## config.mk

```make
export PLATFORM = sky130hd
export DESIGN_NAME = cbrRefreshSched
export DESIGN_NICKNAME = d
export VERILOG_FILES = /design/src/rtl/cbrRefreshPkg.sv /design/src/rtl/cbrRefreshData.sv /design/src/rtl/cbrRefreshCtl.sv /design/src/rtl/cbrRefreshSched.sv
export SDC_FILE = /design/constraint.sdc
export NUM_CORES = 1
export LEC_CHECK = 0
export ABC_CLOCK_PERIOD_IN_PS = 6000
export BUFFER_PORTS_ARGS = -buffer_cell sky130_fd_sc_hd__buf_4
export CORE_AREA = 2 2 73 75
export DETAILED_ROUTE_END_ITERATION = 10
export DIE_AREA = 0 0 75 77
export MAX_ROUTING_LAYER = met4
export RECOVER_POWER = 25
export SETUP_SLACK_MARGIN = 0.05
export SLEW_MARGIN = 20
export SYNTH_ARGS = -nofsm -noshare
export SYNTH_HDL_FRONTEND = slang
export SYNTH_HIERARCHICAL = 1
export SYNTH_SLANG_ARGS = --single-unit
export TNS_END_PERCENT = 50
```

## constraint.sdc

```tcl
create_clock -name clk -period 6 [get_ports clk]
set_input_delay 0.3 -clock clk [delete_from_list [all_inputs] [get_ports clk]]
set_output_delay 0.3 -clock clk [all_outputs]
set_load 0.01 [all_outputs]
```

## src/rtl/cbrRefreshPkg.sv

```systemverilog
package cbrRefreshPkg;

  // Phase of the refresh strobe sequence
  typedef enum logic [1:0] {
    PH_IDLE = 2'd0,
    PH_CAS  = 2'd1,
    PH_RAS  = 2'd2,
    PH_PRE  = 2'd3
  } phaseT;

  // Strobes from control to datapath
  typedef struct packed {
    logic loadCas;
    logic loadRas;
    logic loadPre;
    logic cycleDone;
  } ctlStrobeT;

endpackage

```

## src/rtl/cbrRefreshData.sv

```systemverilog
module cbrRefreshData
  import cbrRefreshPkg::*;
#(
  parameter int PERIOD_W = 16,
  parameter int TIME_W   = 4,
  parameter int MAX_PEND = 7,
  localparam int PEND_W  = $clog2(MAX_PEND + 1)
) (
  input  logic                clk,
  input  logic                porRstN,
  input  logic                extRst,
  input  logic                refreshEn,
  input  logic [PERIOD_W-1:0] periodCfg,
  input  logic [TIME_W-1:0]   casSetupCfg,
  input  logic [TIME_W-1:0]   rasWidthCfg,
  input  logic [TIME_W-1:0]   prechargeCfg,
  input  ctlStrobeT           strobe,
  output logic [PEND_W-1:0]   pendingCnt,
  output logic                pendingNz,
  output logic                phaseDone,
  output logic                overflow
);

  localparam logic [PEND_W-1:0] PEND_MAX = PEND_W'(MAX_PEND);

  // Interval timer
  logic [PERIOD_W-1:0] timerCnt;
  logic [PERIOD_W:0]   timerNext;
  logic                tick;

  assign timerNext = {1'b0, timerCnt} + 1'b1;
  assign tick      = refreshEn && (timerNext >= {1'b0, periodCfg});

  always_ff @(posedge clk or negedge porRstN) begin
    if (!porRstN)                timerCnt <= '0;
    else if (!refreshEn || tick) timerCnt <= '0;
    else                         timerCnt <= timerNext[PERIOD_W-1:0];
  end

  // Phase length counter: a setting of zero is treated as one clock
  function automatic logic [TIME_W-1:0] phaseLen(input logic [TIME_W-1:0] v);
    return (v == '0) ? '0 : v - 1'b1;
  endfunction

  logic [TIME_W-1:0] phaseCnt;

  always_ff @(posedge clk or negedge porRstN) begin
    if (!porRstN)              phaseCnt <= '0;
    else if (strobe.loadCas)   phaseCnt <= phaseLen(casSetupCfg);
    else if (strobe.loadRas)   phaseCnt <= phaseLen(rasWidthCfg);
    else if (strobe.loadPre)   phaseCnt <= phaseLen(prechargeCfg);
    else if (phaseCnt != '0)   phaseCnt <= phaseCnt - 1'b1;
  end

  assign phaseDone = (phaseCnt == '0);

  // Pending stack of missed refreshes
  logic decOk, incOk, dropTick;

  assign pendingNz = (pendingCnt != '0);
  assign decOk     = strobe.cycleDone && pendingNz;
  assign incOk     = tick && ((pendingCnt != PEND_MAX) || decOk);
  assign dropTick  = tick && !incOk;

  always_ff @(posedge clk or negedge porRstN) begin
    if (!porRstN)              pendingCnt <= '0;
    else if (!refreshEn)       pendingCnt <= '0;
    else if (incOk && !decOk)  pendingCnt <= pendingCnt + 1'b1;
    else if (decOk && !incOk)  pendingCnt <= pendingCnt - 1'b1;
  end

  // Sticky overflow: a drop outranks the external reset
  always_ff @(posedge clk or negedge porRstN) begin
    if (!porRstN)      overflow <= 1'b0;
    else if (dropTick) overflow <= 1'b1;
    else if (extRst)   overflow <= 1'b0;
  end

  // Checks
  AST_PEND_STEP: assert property (@(posedge clk) disable iff (!porRstN)
    (refreshEn && $past(refreshEn)) |->
      (pendingCnt == $past(pendingCnt)) ||
      ({1'b0, pendingCnt} == {1'b0, $past(pendingCnt)} + 1'b1) ||
      ({1'b0, $past(pendingCnt)} == {1'b0, pendingCnt} + 1'b1));

  AST_OVF_STICKY: assert property (@(posedge clk) disable iff (!porRstN)
    (overflow && !extRst) |=> overflow);

  AST_EXTRST_KEEPS_PEND: assert property (@(posedge clk) disable iff (!porRstN)
    (extRst && refreshEn && !tick && !strobe.cycleDone) |=>
      (pendingCnt == $past(pendingCnt)));

endmodule

```

## src/rtl/cbrRefreshCtl.sv

```systemverilog
module cbrRefreshCtl
  import cbrRefreshPkg::*;
(
  input  logic      clk,
  input  logic      porRstN,
  input  logic      refreshEn,
  input  logic      pendingNz,
  input  logic      phaseDone,
  input  logic      refGrant,
  input  logic      busBusy,
  output ctlStrobeT strobe,
  output logic      refReq,
  output logic      refActive,
  output logic      rasN,
  output logic      casN
);

  phaseT phase, phaseNext;

  always_comb begin
    phaseNext = phase;
    strobe    = '0;
    unique case (phase)
      PH_IDLE: if (refreshEn && pendingNz && refGrant && !busBusy) begin
        strobe.loadCas = 1'b1;
        phaseNext      = PH_CAS;
      end
      PH_CAS: if (phaseDone) begin
        strobe.loadRas = 1'b1;
        phaseNext      = PH_RAS;
      end
      PH_RAS: if (phaseDone) begin
        strobe.loadPre = 1'b1;
        phaseNext      = PH_PRE;
      end
      PH_PRE: if (phaseDone) begin
        strobe.cycleDone = 1'b1;
        phaseNext        = PH_IDLE;
      end
      default: phaseNext = PH_IDLE;
    endcase
  end

  always_ff @(posedge clk or negedge porRstN) begin
    if (!porRstN) phase <= PH_IDLE;
    else          phase <= phaseNext;
  end

  assign casN      = !((phase == PH_CAS) || (phase == PH_RAS));
  assign rasN      = !(phase == PH_RAS);
  assign refActive = (phase != PH_IDLE);
  assign refReq    = refreshEn && pendingNz && (phase == PH_IDLE);

  // Checks
  AST_CAS_BEFORE_RAS: assert property (@(posedge clk) disable iff (!porRstN)
    $fell(rasN) |-> (!casN && !$past(casN)));

  AST_NO_START_BUSY: assert property (@(posedge clk) disable iff (!porRstN)
    ((phase == PH_IDLE) && (busBusy || !refGrant)) |=> (phase == PH_IDLE));

  AST_STROBES_OFF_AT_END: assert property (@(posedge clk) disable iff (!porRstN)
    strobe.cycleDone |=> (rasN && casN));

  AST_DISABLE_NO_START: assert property (@(posedge clk) disable iff (!porRstN)
    (!refreshEn && (phase == PH_IDLE)) |=> (phase == PH_IDLE));

endmodule

```

## src/rtl/cbrRefreshSched.sv

```systemverilog
module cbrRefreshSched
  import cbrRefreshPkg::*;
#(
  parameter int PERIOD_W = 16,
  parameter int TIME_W   = 4,
  parameter int MAX_PEND = 7,
  localparam int PEND_W  = $clog2(MAX_PEND + 1)
) (
  input  logic                clk,
  input  logic                porRstN,
  input  logic                extRst,
  input  logic                refreshEn,
  input  logic [PERIOD_W-1:0] periodCfg,
  input  logic [TIME_W-1:0]   casSetupCfg,
  input  logic [TIME_W-1:0]   rasWidthCfg,
  input  logic [TIME_W-1:0]   prechargeCfg,
  input  logic                busBusy,
  input  logic                refGrant,
  output logic                refReq,
  output logic                refActive,
  output logic                rasN,
  output logic                casN,
  output logic [PEND_W-1:0]   pendingCnt,
  output logic                overflow
);

  ctlStrobeT strobe;
  logic      pendingNz;
  logic      phaseDone;

  cbrRefreshData #(
    .PERIOD_W (PERIOD_W),
    .TIME_W   (TIME_W),
    .MAX_PEND (MAX_PEND)
  ) u_data (
    .clk          (clk),
    .porRstN      (porRstN),
    .extRst       (extRst),
    .refreshEn    (refreshEn),
    .periodCfg    (periodCfg),
    .casSetupCfg  (casSetupCfg),
    .rasWidthCfg  (rasWidthCfg),
    .prechargeCfg (prechargeCfg),
    .strobe       (strobe),
    .pendingCnt   (pendingCnt),
    .pendingNz    (pendingNz),
    .phaseDone    (phaseDone),
    .overflow     (overflow)
  );

  cbrRefreshCtl u_ctl (
    .clk       (clk),
    .porRstN   (porRstN),
    .refreshEn (refreshEn),
    .pendingNz (pendingNz),
    .phaseDone (phaseDone),
    .refGrant  (refGrant),
    .busBusy   (busBusy),
    .strobe    (strobe),
    .refReq    (refReq),
    .refActive (refActive),
    .rasN      (rasN),
    .casN      (casN)
  );

endmodule

```

==> reports/results.tsv, run 1 <==
stage	metric	value	unit
timing	PnR worst setup slack	2.16	ns
final_layout	Filler cells	489	
worst_setup_path	Slowest Stage Delay on Critical Path	0.42	ns
final_layout	Area growth, synth to finish	20.4	%
route	Detailed Routing Iterations Pass 1	4	
synthesis	Yosys top cell by area	dfrtp_1	
clock_network	Clk pin slew, worst setup/hold paths	0.09	ns
clock_network	hold_buf cts	1	
worst_setup_path	cells along the critical path	and4_1 > and2_4 > and3_1 > nand4_1 > xnor2_1 > ha_1 > o21ai_0 > o21bai_1 > o21bai_1 > o211ai_2 > nor2_4 > nor3_1 > fa_1 > and3_1 > a2bb2oi_1 > mux2i_1	
clock_network	Post-CTS Resized	0	
clock_network	TritonCTS clock tree	done	
timing	setup tns final	0	ns
worst_setup_path	critical path type	flop to flop	
status	run status	completed	
synthesis	main flop type after synthesis	dfrtp_1	
global_routing	pin count of the biggest net entering global routing	28	
pwr	pwr dens	238	nW/um^2
floorplan	FP Rows	26	
route	number of vias per cell	5.15	
route	final wirelength	4.41	mm
synthesis	YS warnings	6	
final_layout	n_diodes	0	
final_layout	area occupied by multi-input gates	1360	sq um
floorplan	Top Ports	42	
min_path	min-delay worst type	input port to flop	
place	pre-CTS setup slack	2.21	ns
worst_setup_path	CP max stage cell	dfrtp_1	
synthesis	sequential share of the synthesized area	30.3	%
place	GPL Wtd Cong	0.834	
final_layout	nets	345	
worst_setup_path	Reg2Reg Setup Slack	2.16	ns
floorplan	height of the die	77	microns
timing	unrepaired setup endpoints after global routing	no	
final_layout	layout cells sized above 1	18.5	%
timing	max_slew headroom	5.14	%
synthesis	cell count after synthesis	247	
clock_network	clk root buf	clkbuf_8	
worst_setup_path	WP data arrival	4.04	ns
floorplan	core area	4980	sq um
global_routing	gr busiest metal	met2	
clock_network	worst-case clock buffer depth	2	
global_routing	met1 Resource Use GR	22.8	%
timing	measured slew at the worst slew-check pin	1.42	ns
timing	f_max	260	MHz
synthesis	syn_nets	305	
global_routing	grt met2 use	27.5	%
timing	Final Hold Viols	0	
floorplan	die area	5780	sq um
clock_network	H-tree Lvls	1	
timing	endpoints failing setup	0	
worst_setup_path	crit start category	flop	
global_routing	wire length of the first global-routing pass	7.67	mm
route	DRT antenna net count	0	
floorplan	Initial Utilization	43.1	%
synthesis	top cells by area, synth	dfrtp_1 30%, ha_1 13%, and3_1 6.4%	
floorplan	Die W	75	microns
clock_network	clk_lat worst skew	0.27	ns
worst_setup_path	Worst Path Max Fanout	22	
pwr	Leakage	1.38	nW
synthesis	Avg Synthesized Cell Area	8.68	sq um
synthesis	Synth async-reset ratio	100	%
global_routing	All-Layer GR Usage	17.1	%
global_routing	M3 GR Usage	3.29	%
clock_network	Post-CTS Setup Bufs	0	
clock_network	Num CTS Buffers	3	
clock_network	Sink Count	26	
pwr	maximum VDD drop	0.000181	V
route	routed length per instance	12.4	microns
global_routing	initial antenna violation count	0	
synthesis	Synth cell types	49	
route	DRC viols	0	
worst_setup_path	Critical Path RT	6.20	ns
route	via count	1835	
route	DR iter-0 viols	106	
timing	Final Critical Period	3.84	ns
synthesis	Seq cells post-synth	26	
final_layout	register area	651	sq um
flow_run	MaxCap Viol Count	0	
global_routing	vias in the first global route	1792	
place	sum of net half-perimeters after detailed placement	3.46	mm
synthesis	Mapped Area	2140	sq um
timing	Final Max Tran Viols	0	
timing	crit share post-route	64.0	%
global_routing	total grt overflow	0	
synthesis	share of the synthesized area in the top cell type	30.3	%
timing	post-route clock skew	0.00509	ns
synthesis	Post-synth EDFFs	0	
worst_setup_path	crit end category	flop	
place	port buffer count	41	
[state kept, by name (all words and copies together) (netlist names)]
register           cells
u_data/overflow        1
u_data/pendingCnt      3
u_data/timerCnt       16
u_ctl/phase            2
u_data/phaseCnt        4
[synth_stat cells (4+ instances only)]
cell / number
nor2_1: 12
a21oi_1: 6
and3_1: 22
ha_1: 23
xor2_1: 5
nand4_1: 7
a211oi_1: 5
and2_1: 4
inv_1: 27
nand3_1: 6
mux2i_1: 6
dfrtp_1: 26
nor3_1: 8
xnor2_1: 10
clkbuf_1: 5
nand2_1: 21
o21ai_0: 13
[cell families after synthesis]
logic type | count (synthesis) | share of synthesized area [%]
muxes | 6 | 2.80
DFF | 26 | 30.3
and+or+nand+nor | 100 | 26.7
AOI/OAI and AO/OA | 42 | 13.3
adders and majority gates | 24 | 14.4
buffers and inverters | 34 | 6.36
xor gates and xnor gates | 15 | 6.13
[placed cells by master (no fill, tap or decap), types with 5 or more instances in the layout]
| cell type | instances |
|---|---|
| buf_4 | 40 |
| inv_1 | 27 |
| dfrtp_1 | 26 |
| ha_1 | 23 |
| and3_1 | 22 |
| nand2_1 | 21 |
| o21ai_0 | 13 |
| nor2_1 | 12 |
| xnor2_1 | 10 |
| nor3_1 | 8 |
| nand4_1 | 7 |
| mux2i_1 | 6 |
| nand3_1 | 6 |
| a21oi_1 | 6 |
| xor2_1 | 5 |
| a211oi_1 | 5 |
[final timing paths]
path / startpoint / cells after the start / end
setup / recovery: u_data/timerCnt[2] / 16 / u_data/pendingCnt[2]
max in group asynchronous: porRstN / 2 / u_data/overflow
hold / removal: extRst / 2 / u_data/overflow
setup reg to reg: u_data/timerCnt[2] / 16 / u_data/pendingCnt[2]
min in group asynchronous: porRstN / 2 / u_data/timerCnt[6]
hold reg to reg: u_data/timerCnt[0] / 1 / u_data/timerCnt[0]
[critical path: cells and delay by family (launching register included)]
family          cells  cell delay [ns]
compound gates      5             0.79
flops               1             0.42
fa+ha+maj           2             0.69
simple gates        7             1.48
mux                 1             0.19
xor+xnor            1             0.23
[stage by stage]
step           total power [W]  utilization [%]  area, sq um  hold slack, ns  cells
2_1_floorplan         0.000393                -         2140         0.00441    247
3_3_place_gp          0.000474             50.3         2500           0.230    351
3_5_place_dp          0.000472             50.3         2500           0.230    351
4_1_cts               0.000620             52.0         2590           0.228    356
5_1_grt               0.000668             51.9         2580           0.229    356
6_report              0.000614             51.9         2580           0.234    356
[routing by layer]
metal / part of all wire (%) / vias to the layer above
met2: 47 / 45
met3: 5.2 / 4
li1: - / 959
met1: 47 / 827
met4: 0.54 / 0
met5: 0 / -
[area by class of cell]
| type | count | share of cell area (%) |
|---|---|---|
| multi-input combinational | 187 | 52.6 |
| sequential | 26 | 25.2 |
| timing repair buffer | 42 | 12.2 |
| inverter | 27 | 3.92 |
| tap | 70 | 3.39 |
| clock buffer | 3 | 1.60 |
| clock inverter | 1 | 1.16 |
[power by group]
part	switching, W	internal [W]
Combinational	0.000130	0.000122
Clock	0.0000561	0.0000892
Sequential	0.0000167	0.000200
Total	0.000203	0.000411
Note: power is estimated with default switching activity, not from simulation.
==> run 2: changes to the inputs <==
--- a/config.mk
+++ b/config.mk
@@ -5,7 +5,7 @@
 export SDC_FILE = /design/constraint.sdc
 export NUM_CORES = 1
 export LEC_CHECK = 0
-export ABC_CLOCK_PERIOD_IN_PS = 6000
+export ABC_CLOCK_PERIOD_IN_PS = 3900
 export BUFFER_PORTS_ARGS = -buffer_cell sky130_fd_sc_hd__buf_4
 export CORE_AREA = 2 2 73 75
 export DETAILED_ROUTE_END_ITERATION = 10
==> constraint.sdc (replaced) <==
create_clock -name clk -period 3.9 [get_ports clk]
set_input_delay 0.195 -clock clk [delete_from_list [all_inputs] [get_ports clk]]
set_output_delay 0.195 -clock clk [all_outputs]
set_load 0.01 [all_outputs]
==> run 2 against run 1 <==
  * Die area did not move
  * Clock skew fell by 0.00052 ns
  * Wire length rose by 4.1%
  * Register-to-register slack got worse by 1.8 ns
  * Highest routed layer unchanged
  * Flip-flop and latch count did not move
==> reports/results.tsv, run 2 (synthesized netlist as in run 1, its figures left out) <==
stage	metric	value	unit
min_path	Hold Path Stages	2	
clock_network	TritonCTS clock tree	done	
timing	Final Critical Period	3.53	ns
floorplan	FP Rows	26	
clock_network	clk_lat worst skew	0.28	ns
worst_setup_path	crit start category	flop	
min_path	Min-Delay Endpoint	u_data/overflow	
pwr	Net Sw Power	0.000320	W
pwr	cell internal pwr	0.000633	W
worst_setup_path	Reg-to-Reg End	u_data/pendingCnt[1]	
route	final wirelength	4.60	mm
final_layout	Final Cell Area	2600	sq um
final_layout	area occupied by multi-input gates	1360	sq um
pwr	Leakage	1.39	nW
global_routing	wire length of the first global-routing pass	7.97	mm
floorplan	Top Ports	42	
worst_setup_path	Reg2Reg Setup Slack	0.37	ns
global_routing	initial antenna violation count	0	
timing	Final Hold Viols	0	
floorplan	height of the die	77	microns
pwr	pwr dens	366	nW/um^2
final_layout	most common cell after layout, fill and taps aside	buf_4	
worst_setup_path	crit end category	flop	
floorplan	Die W	75	microns
pwr	overall power	0.000953	W
clock_network	H-tree Lvls	1	
global_routing	total grt overflow	0	
global_routing	pin count of the biggest net entering global routing	28	
place	GPL Wtd Cong	0.771	
route	DRT antenna net count	0	
worst_setup_path	cells along the critical path	and4_1 > and2_4 > and3_1 > nand4_1 > xnor2_1 > ha_1 > nand4_1 > nor4_2 > o21bai_1 > o211ai_2 > nor2_4 > nor3_1 > fa_1 > nand3b_1 > a211o_1 > nand2_1	
timing	unrepaired setup endpoints after global routing	no	
worst_setup_path	FF-to-FF path depth	16	
pwr	Flop pwr share	34.9	%
worst_setup_path	critical path type	flop to flop	
place	port buffer count	41	
timing	endpoints failing setup	0	
final_layout	post-layout util	52.3	%
worst_setup_path	Critical Path RT	4.12	ns
final_layout	max reg flops	16	
flow_run	MaxCap Viol Count	0	
final_layout	Reg with most FFs	u_data/timerCnt	
floorplan	die area	5780	sq um
route	DRC viols	0	
clock_network	Clk pin slew, worst setup/hold paths	0.10	ns
status	run status	completed	
final_layout	nets	347	
worst_setup_path	R2R Path Start	u_data/timerCnt[3]	
timing	post-route clock skew	0.00457	ns
min_path	min-delay worst type	input port to flop	
timing	crit share post-route	90.5	%
final_layout	most frequent cells in the layout	42 x buf_4, 27 x inv_1, 26 x dfrtp_1	
min_path	hold_sp	extRst	
final_layout	Area growth, synth to finish	21.4	%
route	number of vias per cell	5.15	
pwr	Sw Ratio	33.6	%
route	Detailed Routing Iterations Pass 1	4	
clock_network	Sink Count	26	
clock_network	worst-case clock buffer depth	2	
global_routing	All-Layer GR Usage	17.8	%
worst_setup_path	CP max stage cell	fa_1	
final_layout	Largest regs	u_data/timerCnt x16, u_data/phaseCnt x4, u_data/pendingCnt x3	
route	routed length per instance	12.8	microns
timing	max_slew headroom	7.66	%
clock_network	Num CTS Buffers	3	
route	DR iter-0 viols	68	
worst_setup_path	Buf/Inv on CP	0	
place	sum of net half-perimeters after detailed placement	3.54	mm
floorplan	core area	4980	sq um
floorplan	Initial Utilization	43.1	%
final_layout	register area	651	sq um
timing	measured slew at the worst slew-check pin	1.39	ns
timing	setup tns final	0	ns
place	Cell Area, Placed	2510	sq um
worst_setup_path	Top delay family on crit path	simple AND/OR/NAND/NOR gates	
final_layout	Filler cells	494	
timing	Final Max Tran Viols	0	
worst_setup_path	WP data arrival	3.75	ns
worst_setup_path	most used cell, CP	nand4_1	
timing	f_max	283	MHz
worst_setup_path	Slowest Stage Delay on Critical Path	0.46	ns
global_routing	vias in the first global route	1829	
clock_network	clk root buf	clkbuf_8	
final_layout	final non-filler cell total	358	
place	DP Cell Count	352	
final_layout	n_diodes	0	
pwr	Clk pwr share	24.3	%
final_layout	layout cells sized above 1	19.4	%
route	via count	1842	
pwr	maximum VDD drop	0.000223	V
worst_setup_path	Worst Path Max Fanout	5	
pwr	logic gate share of total power	40.9	%
run 2: area by class of cell:
class	count	share of cell area, %
tap	70	3.36
multi-input combinational	187	52.4
inverter	27	3.89
timing repair buffer	44	12.6
clock inverter	1	1.15
clock buffer	3	1.59
sequential	26	25.0
run 2: worst reg2reg max path, stage by stage, from the launching register on:
cell	delay [ns]
dfrtp_1	0.42
and4_1	0.23
and2_4	0.19
and3_1	0.23
nand4_1	0.13
xnor2_1	0.16
ha_1	0.29
nand4_1	0.13
nor4_2	0.26
o21bai_1	0.11
o211ai_2	0.11
nor2_4	0.05
nor3_1	0.21
fa_1	0.46
nand3b_1	0.17
a211o_1	0.26
nand2_1	0.06
run 2: layer usage:
| metal | part of all wire [%] | GRT usage (%) | vias to the layer above |
|---|---|---|---|
| met3 | 4.1 | 4.07 | 5 |
| met2 | 47 | 28.6 | 35 |
| met5 | 0 | - | - |
| li1 | - | - | 960 |
| met4 | 0.67 | 3.21 | 0 |
| met1 | 48 | 23.0 | 842 |
run 2: what timing repair did:
item / CTS / global route
endpoints found under the setup margin: 0 / 1
hold buffers: 1 / 0
hold endpoints to repair: 26 / 0
resized for setup: 0 / 1
buffers inserted: 0 / 1
run 2: power groups by stage:
stage	clock (W)	sequential [W]	combinational (W)
3_5_place_dp	0	0.000339	0.000393
3_3_place_gp	0	0.000338	0.000390
4_1_cts	0.000238	0.000333	0.000397
2_1_floorplan	0	0.000332	0.000272
5_1_grt	0.000248	0.000338	0.000444
6_report	0.000231	0.000332	0.000390
run 2: stage by stage:
step,hold WS (ns),worst slack (ns)
after floorplan,-0.101,0.456
after global placement,0.126,0.482
after detailed placement,0.127,0.364
after CTS,0.0836,0.319
after global routing,0.0892,0.121
final,0.0928,0.370
run 2: worst max path at each step:
stage                             from                    to  slack, ns  cells after the start
floorplan           u_data/timerCnt[2]  u_data/pendingCnt[1]       0.46                     17
global placement    u_data/timerCnt[2]  u_data/pendingCnt[1]       0.48                     16
detailed placement  u_data/timerCnt[2]  u_data/pendingCnt[1]       0.36                     16
CTS                 u_data/timerCnt[2]  u_data/pendingCnt[1]       0.32                     16
global route        u_data/timerCnt[3]  u_data/pendingCnt[1]       0.12                     16
finish              u_data/timerCnt[3]  u_data/pendingCnt[1]       0.37                     16
==> run 3: changes to the inputs <==
--- a/config.mk
+++ b/config.mk
@@ -7,9 +7,9 @@
 export LEC_CHECK = 0
 export ABC_CLOCK_PERIOD_IN_PS = 3900
 export BUFFER_PORTS_ARGS = -buffer_cell sky130_fd_sc_hd__buf_4
-export CORE_AREA = 2 2 73 75
+export CORE_AREA = 2 2 89 91
 export DETAILED_ROUTE_END_ITERATION = 10
-export DIE_AREA = 0 0 75 77
+export DIE_AREA = 0 0 91 93
 export MAX_ROUTING_LAYER = met4
 export RECOVER_POWER = 25
 export SETUP_SLACK_MARGIN = 0.05
==> run 3 against run 2 <==
  * Flip-flop and latch count stayed put
  * Clock power shrank 3%
  * First-iteration DRC count decreased by 21%
  * Total power down 0.47%
  * Sequential share of layout area is 0.42 points lower
  * Register-to-register slack lost 0.02 ns
  * Core utilization is 17 points lower
  * Non-clock buffer count unchanged
  * Sequential power hardly changed
  * Final cell count is 8.9% higher
  * Via count up 0.43%
  * Design area grew 1.7%
  * Highest routed layer unchanged
==> reports/results.tsv, run 3 (synthesized netlist as in run 1, its figures left out) <==
stage	metric	value	unit
status	run status	completed	
pwr	Leakage	1.39	nW
global_routing	initial antenna violation count	0	
worst_setup_path	Crit. Startpoint	u_data/timerCnt[3]	
clock_network	Num CTS Buffers	3	
timing	max_slew headroom	1.46	%
worst_setup_path	Critical Path RT	4.12	ns
global_routing	All-Layer GR Usage	12.2	%
final_layout	nets	347	
place	sum of net half-perimeters after detailed placement	3.72	mm
timing	Final Hold Viols	0	
clock_network	clk root buf	clkbuf_8	
worst_setup_path	R2R Path Start	u_data/timerCnt[3]	
worst_setup_path	crit start category	flop	
clock_network	Clk pin slew, worst setup/hold paths	0.09	ns
floorplan	Top Ports	42	
timing	post-route clock skew	0.00551	ns
final_layout	layout cells sized above 1	19.8	%
clock_network	clk_lat worst skew	0.27	ns
worst_setup_path	crit end category	flop	
final_layout	Final Cell Area	2650	sq um
final_layout	Largest regs	u_data/timerCnt x16, u_data/phaseCnt x4, u_data/pendingCnt x3	
timing	measured slew at the worst slew-check pin	1.48	ns
timing	Final Critical Period	3.55	ns
timing	Min Hold Slack	0.101	ns
worst_setup_path	WP data arrival	3.77	ns
final_layout	most frequent cells in the layout	42 x buf_4, 27 x inv_1, 26 x dfrtp_1	
floorplan	Initial Utilization	28.5	%
clock_network	TritonCTS clock tree	done	
worst_setup_path	critical path type	flop to flop	
floorplan	Die W	91	microns
flow_run	MaxCap Viol Count	0	
final_layout	n_diodes	0	
timing	Final Max Tran Viols	0	
timing	crit share post-route	91.0	%
route	DRC viols	0	
min_path	hold_sp	extRst	
route	routed length per instance	12.3	microns
final_layout	Reg with most FFs	u_data/timerCnt	
place	Cell Area, Placed	2550	sq um
floorplan	die area	8460	sq um
min_path	min-delay worst type	input port to flop	
global_routing	vias in the first global route	1856	
route	Detailed Routing Iterations Pass 1	4	
route	DRT antenna net count	0	
clock_network	Sink Count	26	
global_routing	pin count of the biggest net entering global routing	28	
floorplan	core area	7530	sq um
timing	unrepaired setup endpoints after global routing	no	
timing	f_max	282	MHz
final_layout	most common cell after layout, fill and taps aside	buf_4	
clock_network	worst-case clock buffer depth	2	
route	DR iter-0 viols	54	
global_routing	total grt overflow	0	
timing	setup tns final	0	ns
place	port buffer count	41	
final_layout	Area growth, synth to finish	23.5	%
route	number of vias per cell	4.74	
clock_network	H-tree Lvls	1	
floorplan	FP Rows	32	
place	GPL Wtd Cong	0.817	
route	final wirelength	4.81	mm
global_routing	wire length of the first global-routing pass	8.29	mm
worst_setup_path	Worst Path Max Fanout	5	
final_layout	final non-filler cell total	390	
pwr	maximum VDD drop	0.000270	V
floorplan	height of the die	93	microns
place	DP Cell Count	384	
route	via count	1850	
timing	endpoints failing setup	0	
final_layout	max reg flops	16	
pwr	pwr dens	358	nW/um^2
-- run 3: critical path, stage by stage, from the launching register on --
cell and delay (ns):
dfrtp_1 0.42, and4_1 0.23, and2_4 0.18, and3_1 0.23, nand4_1 0.13, xnor2_1 0.17, ha_1 0.30, nand4_1 0.15
nor4_2 0.27, o21bai_1 0.12, o211ai_2 0.12, nor2_4 0.05, nor3_2 0.17, fa_1 0.45, nand3b_1 0.17, a211o_1 0.26
nand2_1 0.07
-- run 3: repair_timing --
| item | CTS | global route |
|---|---|---|
| hold buffers | 1 | 0 |
| setup endpoints to repair | 0 | 1 |
| gates resized for setup | 0 | 2 |
| setup buffers | 0 | 1 |
| hold endpoints to repair | 26 | 0 |
-- run 3: routing by layer --
| layer | global-route usage [%] | part of all wire (%) | vias up |
|---|---|---|---|
| li1 | - | - | 962 |
| met1 | 15.5 | 47 | 849 |
| met3 | 2.98 | 4.8 | 2 |
| met5 | - | 0 | - |
| met2 | 20.1 | 47 | 37 |
| met4 | 2.15 | 0.44 | 0 |
-- run 3: stage by stage --
stage                     util, %  power, W  setup slack [ns]
after floorplan                 -  0.000605             0.456
after global placement       33.9  0.000725             0.483
after detailed placement     33.9  0.000730             0.324
after CTS                    35.0  0.000963             0.294
after global routing         35.2   0.00103             0.123
final                        35.2  0.000949             0.353
-- run 3: where the power goes --
part / total [W] / internal, W / switching, W
clock: 0.000225 / 0.000137 / 0.0000881
sequential: 0.000333 / 0.000307 / 0.0000255
combinational: 0.000391 / 0.000188 / 0.000202
-- run 3: worst paths after layout --
kind                                   endpoint  slack (ns)  cells after the start
max in group asynchronous   u_data/timerCnt[10]        2.24                      2
setup reg to reg           u_data/pendingCnt[1]        0.35                     16
setup / recovery           u_data/pendingCnt[1]        0.35                     16
min in group asynchronous    u_data/timerCnt[3]        0.80                      2
hold / removal                  u_data/overflow        0.10                      2
hold reg to reg              u_data/timerCnt[0]        0.48                      1
-- run 3: layout make-up --
type	count	area (sq um)
inverter	27	101
tap	102	128
clock buffer	3	41.3
multi-input combinational	187	1370
timing repair buffer	44	329
sequential	26	651
fill	839	4880
clock inverter	1	30.0
